--- config.mk ---
export PLATFORM = sky130hd
export DESIGN_NAME = hib_seq
export DESIGN_NICKNAME = d
export VERILOG_FILES = /design/src/rtl/hib_pkg.sv /design/src/rtl/hib_ctrl.sv /design/src/rtl/hib_dp.sv /design/src/rtl/hib_seq.sv
export SDC_FILE = /design/constraint.sdc
export NUM_CORES = 1
export LEC_CHECK = 0
export ABC_AREA = 1
export BUFFER_PORTS_ARGS = -buffer_cell sky130_fd_sc_hd__buf_2
export CORE_UTILIZATION = 53
export CTS_BUF_LIST = sky130_fd_sc_hd__clkbuf_8
export DETAILED_ROUTE_END_ITERATION = 7
export GPL_ROUTABILITY_DRIVEN = 0
export PLACE_DENSITY_LB_ADDON = 0.05
export REMOVE_ABC_BUFFERS = 1
export SLEW_MARGIN = 20
export SYNTH_ARGS = -nofsm -noshare
export SYNTH_HDL_FRONTEND = slang
export SYNTH_HIERARCHICAL = 1
export SYNTH_SLANG_ARGS = --single-unit
--- constraint.sdc ---
create_clock -name clk -period 1.8 [get_ports clk]
set_input_delay 0.36 -clock clk [delete_from_list [all_inputs] [get_ports clk]]
set_output_delay 0.36 -clock clk [all_outputs]
set_load 0.005 [all_outputs]
--- src/rtl/hib_pkg.sv ---
package hib_pkg;
  localparam int STATE_W = 4;

  typedef enum logic [STATE_W-1:0] {
    ST_RUN       = 4'd0,
    ST_ENTER     = 4'd1,
    ST_HIB       = 4'd2,
    ST_CLK_UP    = 4'd3,
    ST_CLK_READY = 4'd4,
    ST_POWER_UP  = 4'd5,
    ST_TRIM      = 4'd6,
    ST_RESTORE   = 4'd7,
    ST_RELEASE   = 4'd8
  } hibState_e;

  typedef struct packed {
    logic pwrOff;
    logic oscOn;
    logic oscOff;
    logic pwrOn;
    logic setCause;
    logic isoSwClr;
    logic isoAutoClr;
    logic cpu2Release;
    logic cntEn;
  } hibStrobe_t;
endpackage

--- src/rtl/hib_ctrl.sv ---
module hib_ctrl
  import hib_pkg::*;
#(
  parameter int LPM_W = 2,
  parameter logic [LPM_W-1:0] LPM_HIB = 2'b10
) (
  input  logic             clk,
  input  logic             rstN,
  input  logic [LPM_W-1:0] lpmMode,
  input  logic             idleExec,
  input  logic             cpu2LowPower,
  input  logic             wakeN,
  input  logic             wakeFall,
  input  logic             clkOk,
  input  logic             trimDone,
  input  logic             restoreEn,
  input  logic             restoreDone,
  input  logic             swIsoClr,
  output hibState_e        state,
  output hibStrobe_t       strb
);
  hibState_e nextState;

  always_ff @(posedge clk or negedge rstN) begin
    if (!rstN) state <= ST_RUN;
    else       state <= nextState;
  end

  always_comb begin
    nextState = state;
    strb      = '0;
    unique case (state)
      ST_RUN:
        if (lpmMode == LPM_HIB && idleExec && cpu2LowPower) nextState = ST_ENTER;
      ST_ENTER: begin
        strb.pwrOff = 1'b1;
        nextState   = ST_HIB;
      end
      ST_HIB:
        if (wakeFall) begin
          strb.oscOn = 1'b1;
          nextState  = ST_CLK_UP;
        end
      ST_CLK_UP: begin
        strb.cntEn = 1'b1;
        if (clkOk) nextState = ST_CLK_READY;
        else if (wakeN) begin
          strb.oscOff = 1'b1;
          nextState   = ST_HIB;
        end
      end
      ST_CLK_READY:
        if (wakeN) nextState = ST_POWER_UP;
      ST_POWER_UP: begin
        strb.pwrOn    = 1'b1;
        strb.setCause = 1'b1;
        nextState     = ST_TRIM;
      end
      ST_TRIM:
        if (trimDone) nextState = restoreEn ? ST_RESTORE : ST_RELEASE;
      ST_RESTORE: begin
        strb.isoSwClr = swIsoClr;
        if (restoreDone) nextState = ST_RELEASE;
      end
      ST_RELEASE: begin
        strb.isoAutoClr  = 1'b1;
        strb.cpu2Release = 1'b1;
        nextState        = ST_RUN;
      end
      default: nextState = ST_RUN;
    endcase
  end
endmodule

--- src/rtl/hib_dp.sv ---
module hib_dp
  import hib_pkg::*;
#(
  parameter int CNT_W = 8,
  parameter int BM_W  = 4
) (
  input  logic             clk,
  input  logic             rstN,
  input  hibStrobe_t       strb,
  input  logic             isoCfg,
  input  logic             wakeN,
  input  logic [CNT_W-1:0] minLow,
  input  logic             swCauseClr,
  input  logic [BM_W-1:0]  bootModeHib,
  input  logic [BM_W-1:0]  bootModeNorm,
  output logic             wakeFall,
  output logic             clkOk,
  output logic             ioIso,
  output logic             oscEn,
  output logic             domPwr,
  output logic             cpu2RstN,
  output logic             hibCause,
  output logic [BM_W-1:0]  bootMode
);
  localparam logic [CNT_W-1:0] CNT_MAX = '1;

  logic             wakeNq;
  logic [CNT_W-1:0] lowCnt;

  assign wakeFall = wakeNq & ~wakeN;
  assign clkOk    = lowCnt >= minLow;
  assign bootMode = hibCause ? bootModeHib : bootModeNorm;

  always_ff @(posedge clk or negedge rstN) begin
    if (!rstN) begin
      wakeNq <= 1'b1;
      lowCnt <= '0;
    end else begin
      wakeNq <= wakeN;
      if (!strb.cntEn)            lowCnt <= '0;
      else if (lowCnt != CNT_MAX) lowCnt <= lowCnt + 1'b1;
    end
  end

  always_ff @(posedge clk or negedge rstN) begin
    if (!rstN) begin
      ioIso    <= 1'b0;
      oscEn    <= 1'b1;
      domPwr   <= 1'b1;
      cpu2RstN <= 1'b1;
    end else begin
      if (strb.pwrOff) begin
        ioIso    <= isoCfg;
        oscEn    <= 1'b0;
        domPwr   <= 1'b0;
        cpu2RstN <= 1'b0;
      end
      if (strb.oscOn)  oscEn  <= 1'b1;
      if (strb.oscOff) oscEn  <= 1'b0;
      if (strb.pwrOn)  domPwr <= 1'b1;
      if (strb.isoSwClr || strb.isoAutoClr) ioIso <= 1'b0;
      if (strb.cpu2Release) cpu2RstN <= 1'b1;
    end
  end

  always_ff @(posedge clk or negedge rstN) begin
    if (!rstN)              hibCause <= 1'b0;
    else if (strb.setCause) hibCause <= 1'b1;
    else if (swCauseClr)    hibCause <= 1'b0;
  end
endmodule

--- src/rtl/hib_seq.sv ---
module hib_seq
  import hib_pkg::*;
#(
  parameter int LPM_W = 2,
  parameter logic [LPM_W-1:0] LPM_HIB = 2'b10,
  parameter int CNT_W = 8,
  parameter int BM_W  = 4
) (
  input  logic             clk,
  input  logic             rstN,
  input  logic [LPM_W-1:0] lpmMode,
  input  logic             idleExec,
  input  logic             cpu2LowPower,
  input  logic             isoCfg,
  input  logic             restoreEn,
  input  logic             wakeN,
  input  logic [CNT_W-1:0] minLow,
  input  logic             trimDone,
  input  logic             restoreDone,
  input  logic             swIsoClr,
  input  logic             swCauseClr,
  input  logic [BM_W-1:0]  bootModeHib,
  input  logic [BM_W-1:0]  bootModeNorm,
  output logic [STATE_W-1:0] seqState,
  output logic             ioIso,
  output logic             oscEn,
  output logic             corePwr,
  output logic             periphPwr,
  output logic             bankPwr,
  output logic             retainPwr,
  output logic             cpu2RstN,
  output logic             hibCause,
  output logic [BM_W-1:0]  bootMode
);
  hibState_e  state;
  hibStrobe_t strb;
  logic       wakeFall, clkOk, domPwr;

  hib_ctrl #(.LPM_W(LPM_W), .LPM_HIB(LPM_HIB)) u_ctrl (
    .clk(clk), .rstN(rstN), .lpmMode(lpmMode), .idleExec(idleExec),
    .cpu2LowPower(cpu2LowPower), .wakeN(wakeN), .wakeFall(wakeFall),
    .clkOk(clkOk), .trimDone(trimDone), .restoreEn(restoreEn),
    .restoreDone(restoreDone), .swIsoClr(swIsoClr),
    .state(state), .strb(strb)
  );

  hib_dp #(.CNT_W(CNT_W), .BM_W(BM_W)) u_dp (
    .clk(clk), .rstN(rstN), .strb(strb), .isoCfg(isoCfg), .wakeN(wakeN),
    .minLow(minLow), .swCauseClr(swCauseClr), .bootModeHib(bootModeHib),
    .bootModeNorm(bootModeNorm), .wakeFall(wakeFall), .clkOk(clkOk),
    .ioIso(ioIso), .oscEn(oscEn), .domPwr(domPwr), .cpu2RstN(cpu2RstN),
    .hibCause(hibCause), .bootMode(bootMode)
  );

  assign seqState  = state;
  assign corePwr   = domPwr;
  assign periphPwr = domPwr;
  assign bankPwr   = domPwr;
  assign retainPwr = 1'b1;
endmodule

==> impl_metrics.py, run 1 <==
metrics = {
    "outcome": {
        "status": "completed",
    },
    "timing": {
        "hold_ws_ps": 27.4,
        "finalHoldViolations": 0,
        "post-route-min-period_ps": 1720,
        "final-max-slew-violation-count": 0,
        "fmax_mhz": 583,
        "finClkSkew_ps": 1.14,
        "rsz0062_at_grt": "yes",
        "min_period_over_period": 0.953,
        "finalSetupViolations": 0,
    },
    "global_route": {
        "antenna_found_initial": 0,
        "grt_pass1_wl_mm": 4.91,
        "grt_pass1_vias": 1156,
        "overflow": 0,
        "grt_usage": 0.234,
        "grt_start_max_net_pins": 19,
    },
    "die": {
        "core_area_um2": 2520,
        "ioPinCount": 45,
        "start_util": 0.574,
        "die-width_um": 54.3,
        "die_h_um": 54.3,
        "rows": 18,
        "die_area_um2": 2940,
    },
    "clock_network": {
        "clk_latency_ps": 260,
        "clkTransAtPathRegs_ps": 70,
        "numCtsBuffers": 3,
        "clockBufferDepth": 2,
        "htree_levels": 1,
        "cts_tree": "yes",
        "cts_root_buf": "clkbuf_8",
        "clock_sinks": 18,
        "cts_hold_buf": 0,
    },
    "hold_path": {
        "hp-class": "in -> async",
    },
    "place": {
        "dp_cells": 289,
        "place_area_um2": 1730,
        "port_buffers": 43,
        "hpwl_mm": 2.43,
    },
    "synth": {
        "netlist_instances": 212,
        "ys_seq_area_frac": 0.315,
        "yosysUniqueCellTypes": 30,
        "synth-edff-count": 0,
        "ys.flop_type": "dfrtp_1",
        "synth.avg_cell_area_um2": 6.83,
        "synth-seq-cells": 18,
        "synthArstFlopShare": 1.00,
        "netlist_area_um2": 1450,
        "yosys_warnings": 6,
    },
    "job": {
        "maxCapViolCount": 0,
    },
    "setup_path": {
        "crit_path_frequent_cell": "nand2_1",
        "required_ps": 1950,
        "worst_path_largest_cell_delay_ps": 410,
        "endpoint_kind": "flop",
        "path_cells": "ha_4 > nand2_4 > nor2_4 > nand4_1 > nand3_2 > nor2_1 > nand3_1 > nand2_1 > inv_2 > nand3_4 > nand2_2 > nand2_1",
        "start_kind": "flop",
        "path_class": "reg -> reg",
        "path_max_fanout": 4,
        "arrival_ps": 1870,
        "slowest_stage": "dfrtp_1",
    },
    "final_layout": {
        "final_cells": 296,
        "fillCellCount": 217,
        "n_antenna_cell": 0,
        "ff_latch_area_um2": 455,
        "multi_input_area_um2": 933,
        "fin_nets": 305,
        "syn_to_final_growth_pct": 34.2,
        "drive_above_1_share": 0.372,
        "final_cell_area_um2": 1940,
    },
    "route": {
        "first_pass_iters": 4,
        "post_drt_wl_per_cell_um": 11.5,
        "via_per_inst": 4.95,
        "route.detailed.drc": 0,
        "drt_wl_total_mm": 3.41,
        "ant_nets": 0,
        "via_count": 1465,
        "drt_iter0_markers": 46,
    },
    "power_and_ir_drop": {
        "ir_drop_mv": 1.10,
        "pwr_density_cell_nw_per_um2": 1080,
        "leakagePower_nw": 1.24,
    },
}
[metal layers]
layer	part of all wire	vias up	GRT usage
li1	-	761	-
met2	0.47	55	0.372
met3	0.077	3	0.0583
met1	0.45	646	0.330
met4	0.0023	0	0.0256
met5	0	-	0
[cell usage in the layout, fill, tap and decap left out, drive strengths merged, types with 2 or more instances in the layout]
cell type  synthesis  routed
o21bai             3       3
nor2              29      29
dfstp              4       4
nand3b             2       2
a21o               3       3
nand3             21      21
nand2             68      68
clkbuf             0       4
a21oi              3       3
o21ai              2       2
ha                 9       9
dfrtp             14      14
nand4              3       3
buf                6      56
inv               39      39
[worst max-delay path, delay by kind of cell (launching register included)]
kind	cells	cell delay (ps)
flip-flops	1	410
AND/OR/NAND/NOR	10	800
adder cells (fa/ha/maj)	1	300
buffers and inverters	1	100
[logic make-up after synthesis]
| logic type | Yosys count | share of synthesized area |
|---|---|---|
| buffers and inverters | 45 | 0.132 |
| other | 1 | 0.00259 |
| xor gates and xnor gates | 1 | 0.00605 |
| adders and majority gates | 9 | 0.0778 |
| DFF | 18 | 0.315 |
| and+or+nand+nor | 126 | 0.411 |
| AOI/OAI and AO/OA | 12 | 0.0562 |
[cells in the mapped netlist (2+ instances only)]
master,number,share of area
o21bai_1,3,0.016
nand2_1,63,0.16
a21oi_1,3,0.010
nor2_2,5,0.022
inv_1,36,0.093
nand2_4,4,0.031
dfstp_2,4,0.073
nand3b_1,2,0.010
inv_2,2,0.0052
dfrtp_1,14,0.24
a21o_1,3,0.016
nor2_1,22,0.057
nand3_1,20,0.069
nand4_1,3,0.013
ha_1,9,0.078
buf_4,5,0.026
[registers in the layout, indices dropped and copies added (netlist names)]
signal         cells
u_dp/wakeNq        1
u_dp/oscEn         1
u_dp/ioIso         1
u_dp/hibCause      1
u_dp/cpu2RstN      1
u_dp/lowCnt        8
u_dp/domPwr        1
u_ctrl/state       4
[power breakdown]
part	internal [W]	switching (W)	total (W)
Sequential	0.000518	0.0000687	0.000587
Combinational	0.000456	0.000718	0.00117
Clock	0.000195	0.000140	0.000334
[through the flow]
stage	power [W]	setup slack, ps	util	TNS (ps)
CTS	0.00199	27.4	0.709	0
floorplan	0.00126	148	-	0
detailed placement	0.00164	-47.5	0.687	-132
global placement	0.00163	-2.69	0.687	-4.89
global route	0.00231	-32.8	0.770	-86.1
finish	0.00209	84.5	0.770	0
[repair_timing]
| action | 4_1_cts | 5_1_grt |
|---|---|---|
| setup endpoints to repair | 0 | 4 |
| setup buffers | 0 | 3 |
| gates resized for setup | 0 | 22 |
[final timing paths]
path                                      from  depth (start not counted)         endpoint  slack [ps]
min in group clk                         wakeN                          1      u_dp/wakeNq         240
worst max register to register  u_dp/lowCnt[5]                         12  u_ctrl/state[1]          80
max in group asynchronous                 rstN                          1      u_dp/domPwr        1440
worst min register to register   u_dp/cpu2RstN                          1    u_dp/cpu2RstN         530
worst min-delay path                      rstN                          1   u_dp/lowCnt[6]          30
worst max-delay path            u_dp/lowCnt[5]                         12  u_ctrl/state[1]          80
[cell type report]
type                    count  area share
clock buffers               4      0.0283
multi-input cells         149       0.480
inverters                  39      0.0766
flip-flops and latches     18       0.234
well taps                  30      0.0193
repair buffers             56       0.161
Power figures use the tool's default switching activity.
==> inputs of run 2 (changes only) <==
--- a/config.mk
+++ b/config.mk
@@ -8,2 +8,3 @@
 export ABC_AREA = 1
+export ABC_CLOCK_PERIOD_IN_PS = 1800
 export BUFFER_PORTS_ARGS = -buffer_cell sky130_fd_sc_hd__buf_2
==> constraint.sdc (replaced) <==
create_clock -name clk -period 1.8 [get_ports clk]
set_input_delay 0.09 -clock clk [delete_from_list [all_inputs] [get_ports clk]]
set_output_delay 0.09 -clock clk [all_outputs]
set_load 0.005 [all_outputs]
==> run 2 against run 1 <==
Effect of this change:
- total power down 3.3%
- non-clock buffer count fell by 3
- die area is the same
==> impl_metrics.py, run 2 (synthesized netlist as in run 1, its figures left out) <==
metrics = {
    "global_route": {
        "grt_usage": 0.236,
        "overflow": 0,
        "grt_pass1_vias": 1193,
        "antenna_found_initial": 0,
        "grt_pass1_wl_mm": 4.97,
        "grt_start_max_net_pins": 19,
    },
    "clock_network": {
        "cts_root_buf": "clkbuf_8",
        "numCtsBuffers": 3,
        "cts_tree": "yes",
        "htree_levels": 1,
        "clk_latency_ps": 250,
        "clkTransAtPathRegs_ps": 70,
        "clock_sinks": 18,
        "clockBufferDepth": 2,
    },
    "hold_path": {
        "hp-class": "in -> reg",
    },
    "route": {
        "post_drt_wl_per_cell_um": 11.6,
        "via_per_inst": 5.09,
        "wl_met3_um": 273,
        "met1Wirelength_mm": 1.54,
        "route.detailed.drc": 0,
        "met2_length_mm": 1.60,
        "dr.max_layer_used": "met3",
        "drt_iter0_markers": 46,
        "via_count": 1491,
        "first_pass_iters": 4,
        "ant_nets": 0,
        "drt_wl_total_mm": 3.41,
    },
    "place": {
        "hpwl_mm": 2.51,
        "port_buffers": 43,
        "place_area_um2": 1710,
    },
    "final_layout": {
        "n_antenna_cell": 0,
        "fin_nets": 302,
        "top_register": "u_dp/lowCnt",
        "final_common_cell": "nand2_1",
        "syn_to_final_growth_pct": 29.9,
        "reg.largest.list": "u_dp/lowCnt x8, u_ctrl/state x4",
        "mostFrequentLayoutCells": "nand2_1 (58), buf_2 (43), inv_1 (35), nor2_1 (19), nand3_1 (19)",
        "largest_register_ffs": 8,
        "final_cell_area_um2": 1880,
        "drive_above_1_share": 0.346,
    },
    "outcome": {
        "status": "completed",
    },
    "die": {
        "rows": 18,
        "core_area_um2": 2520,
        "start_util": 0.574,
        "die_area_um2": 2940,
        "die-width_um": 54.3,
        "die_h_um": 54.3,
        "ioPinCount": 45,
    },
    "setup_path": {
        "required_ps": 1990,
        "arrival_ps": 1900,
        "path_class": "reg -> reg",
        "path_cells": "ha_4 > a21o_1 > nor2_2 > nand3_2 > nor2_2 > nand3_1 > nand2_1 > inv_2 > nand3_4 > nand2_2 > nand2_1",
        "slowest_stage": "dfrtp_1",
        "start_kind": "flop",
        "crit_buf_inv": 1,
        "endpoint_kind": "flop",
        "path_max_fanout": 4,
        "worst_path_largest_cell_delay_ps": 430,
        "crit_family": "simple AND/OR/NAND/NOR gates",
    },
    "timing": {
        "fmax_mhz": 586,
        "hold_ws_ps": 28.8,
        "finalHoldViolations": 0,
        "finClkSkew_ps": 1.41,
        "min_period_over_period": 0.947,
        "final-max-slew-violation-count": 0,
        "finalSetupViolations": 0,
        "tns_ps": 0,
        "post-route-min-period_ps": 1710,
    },
    "power_and_ir_drop": {
        "ir_drop_mv": 1.15,
        "power_w": 0.00203,
        "leakagePower_nw": 1.22,
        "pwr_density_cell_nw_per_um2": 1080,
    },
    "job": {
        "maxCapViolCount": 0,
    },
}
==> run 2: cell types whose count changed in the layout (fill, tap and decap cells not counted) <==
cell	delta
nand2_2	+1
ha_4	-3
nand3_1	+1
nand3_2	-1
dlygate4sd3_1	+2
nor2_2	+1
nand2_4	-1
ha_1	+3
nor2_1	-1
buf_4	-5
==> run 2: power by group <==
group          internal [W]  switching, W  total [W]
sequential         0.000517      0.000114   0.000632
combinational      0.000410      0.000654    0.00106
clock              0.000194      0.000136   0.000330
total               0.00112      0.000904    0.00203
==> run 2: path summary, 6_finish.rpt <==
kind | start | end | slack [ps] | cells past startpoint
setup / recovery | u_dp/lowCnt[7] | u_ctrl/state[1] | 90 | 11
hold / removal | swCauseClr | u_dp/hibCause | 30 | 2
setup reg to reg | u_dp/lowCnt[7] | u_ctrl/state[1] | 90 | 11
hold reg to reg | u_dp/cpu2RstN | u_dp/cpu2RstN | 540 | 1
max in group asynchronous | rstN | u_dp/oscEn | 1170 | 2
min in group asynchronous | rstN | u_dp/lowCnt[6] | 300 | 2
==> run 2: area by class of cell <==
class                   instances  area (µm²)
flip-flops and latches         18         455
clock buffers                   4        55.1
multi-input cells             149         888
fillers                       229         642
repair buffers                 53         295
inverters                      39         149
well taps                      30        37.5
==> run 2: per-stage QoR <==
step | cells | utilization | setup slack (ps)
finish | 293 | 0.746 | 94.9
global route | 293 | 0.746 | -20.2
CTS | 292 | 0.708 | 8.91
detailed placement | 286 | 0.678 | 55.3
global placement | 286 | 0.678 | 79.9
floorplan | 206 | - | 148
==> run 2: per-layer routing <==
metal,vias up,GRT usage
li1,752,-
met1,671,0.321
met2,68,0.394
met3,0,0.0444
met4,0,0.0385
met5,-,0
==> run 2: repair_timing <==
item,in CTS,in global routing
endpoints found under the setup margin,0,4
buffers inserted,0,1
hold buffers,2,0
endpoints found under the hold margin,15,0
resized for setup,0,18
==> inputs of run 3 (changes only) <==
Settings changed: CTS_BUF_LIST sky130_fd_sc_hd__clkbuf_8 to sky130_fd_sc_hd__clkbuf_4 sky130_fd_sc_hd__clkbuf_8.
==> run 3 against run 2 <==
Effect of this change:
- clock power is 22% lower
- clock skew rose by 2.4 ps
- utilization down 0.15 points
- combinational power barely moved
- cell count up 0.68%
- die area is the same
- non-clock buffer count increased by 2
- maximum frequency rose by 0.85%
- routed wire length shrank 1.3%
- setup slack better by 14 ps
- sequential power is essentially flat
- critical path depth unchanged
- critical endpoint unchanged
==> impl_metrics.py, run 3 (synthesized netlist as in run 1, its figures left out) <==
metrics = {
    "outcome": {
        "status": "completed",
    },
    "final_layout": {
        "largest_register_ffs": 8,
        "reg.largest.list": "u_dp/lowCnt x8, u_ctrl/state x4",
        "mostFrequentLayoutCells": "nand2_1 (58), buf_2 (43), inv_1 (35), nor2_1 (20), nand3_1 (19)",
        "final_common_cell": "nand2_1",
        "drive_above_1_share": 0.343,
        "final_cell_area_um2": 1880,
        "syn_to_final_growth_pct": 29.6,
        "n_antenna_cell": 0,
        "top_register": "u_dp/lowCnt",
        "fin_nets": 304,
    },
    "clock_network": {
        "clk_latency_ps": 300,
        "numCtsBuffers": 3,
        "clockBufferDepth": 2,
        "clock_sinks": 18,
        "clkTransAtPathRegs_ps": 110,
        "cts_tree": "yes",
        "htree_levels": 1,
        "cts_root_buf": "clkbuf_4",
    },
    "timing": {
        "final-max-slew-violation-count": 0,
        "finClkSkew_ps": 3.83,
        "tns_ps": 0,
        "min_period_over_period": 0.939,
        "fmax_mhz": 591,
        "finalSetupViolations": 0,
        "finalHoldViolations": 0,
        "post-route-min-period_ps": 1690,
    },
    "place": {
        "place_area_um2": 1710,
        "port_buffers": 43,
        "hpwl_mm": 2.51,
    },
    "die": {
        "start_util": 0.574,
        "die_area_um2": 2940,
        "die_h_um": 54.3,
        "rows": 18,
        "ioPinCount": 45,
        "die-width_um": 54.3,
        "core_area_um2": 2520,
    },
    "setup_path": {
        "path_cells": "ha_4 > a21o_1 > nor2_2 > nand3_2 > nor2_1 > nand3_1 > nand2_1 > inv_2 > nand3_4 > nand2_2 > nand2_1",
        "start_kind": "flop",
        "slowest_stage": "dfrtp_1",
        "arrival_ps": 1930,
        "path_class": "reg -> reg",
        "worst_path_largest_cell_delay_ps": 450,
        "required_ps": 2040,
        "path_max_fanout": 4,
        "endpoint_kind": "flop",
        "crit_path_frequent_cell": "nand2_1",
    },
    "route": {
        "drt_iter0_markers": 37,
        "drt_wl_total_mm": 3.36,
        "ant_nets": 0,
        "route.detailed.drc": 0,
        "first_pass_iters": 4,
        "via_count": 1493,
        "post_drt_wl_per_cell_um": 11.4,
        "via_per_inst": 5.06,
    },
    "job": {
        "maxCapViolCount": 0,
    },
    "power_and_ir_drop": {
        "pwr_density_cell_nw_per_um2": 1030,
        "ir_drop_mv": 0.902,
        "leakagePower_nw": 1.22,
    },
    "global_route": {
        "overflow": 0,
        "grt_pass1_vias": 1197,
        "grt_pass1_wl_mm": 4.89,
        "antenna_found_initial": 0,
        "grt_usage": 0.235,
        "grt_start_max_net_pins": 19,
    },
    "hold_path": {
        "hp-class": "in -> reg",
    },
}
-- run 3: power breakdown --
part           switching, W  total [W]  internal (W)
Clock              0.000132   0.000256      0.000123
Sequential         0.000113   0.000629      0.000517
Combinational      0.000640    0.00105      0.000411
Total              0.000885    0.00194       0.00105
-- run 3: per-stage QoR --
step                       util  power (W)  hold WS (ps)  worst slack [ps]  instances
after floorplan               -    0.00126          -206               148        206
after global placement    0.678    0.00160          52.5              79.9        286
after detailed placement  0.678    0.00161          60.4              55.3        286
after CTS                 0.704    0.00188          60.5              15.4        293
after global routing      0.744    0.00215          92.5             -40.2        295
final                     0.744    0.00194          58.4               109        295
-- run 3: cell type report --
cell class,instances,area (µm²)
sequential,18,455
timing repair buffer,55,313
clock buffer,4,36.3
inverter,39,149
multi-input combinational,149,886
tap,30,37.5
fill,230,646
-- run 3: final timing paths --
path                                   end  depth (start not counted)      startpoint  slack (ps)
hold / removal                  u_dp/ioIso                          3          isoCfg          60
min in group asynchronous   u_dp/lowCnt[6]                          2            rstN         240
setup / recovery           u_ctrl/state[1]                         11  u_dp/lowCnt[7]         110
setup reg to reg           u_ctrl/state[1]                         11  u_dp/lowCnt[7]         110
max in group asynchronous      u_dp/wakeNq                          2            rstN        1220
hold reg to reg              u_dp/cpu2RstN                          1   u_dp/cpu2RstN         540
-- run 3: layer usage --
metal / up-vias / wire length [µm] / global-route usage
met5: - / 0 / 0
met4: 0 / 38 / 0.0470
met3: 4 / 225 / 0.0528
met2: 56 / 1500 / 0.382
met1: 676 / 1590 / 0.317
li1: 757 / - / -
-- run 3: critical path, delay by kind of cell (launching register included) --
kind / cells / cell delay, ps
simple gates: 8 / 680
flops: 1 / 450
fa+ha+maj: 1 / 270
compound gates: 1 / 180
buf+inv: 1 / 60
-- run 3: repair_timing --
action                     in CTS  in global routing
hold buffers                    3                  0
hold endpoints to repair       16                  0
buffers inserted                0                  2
resized for setup               0                 17
setup endpoints to repair       0                  4
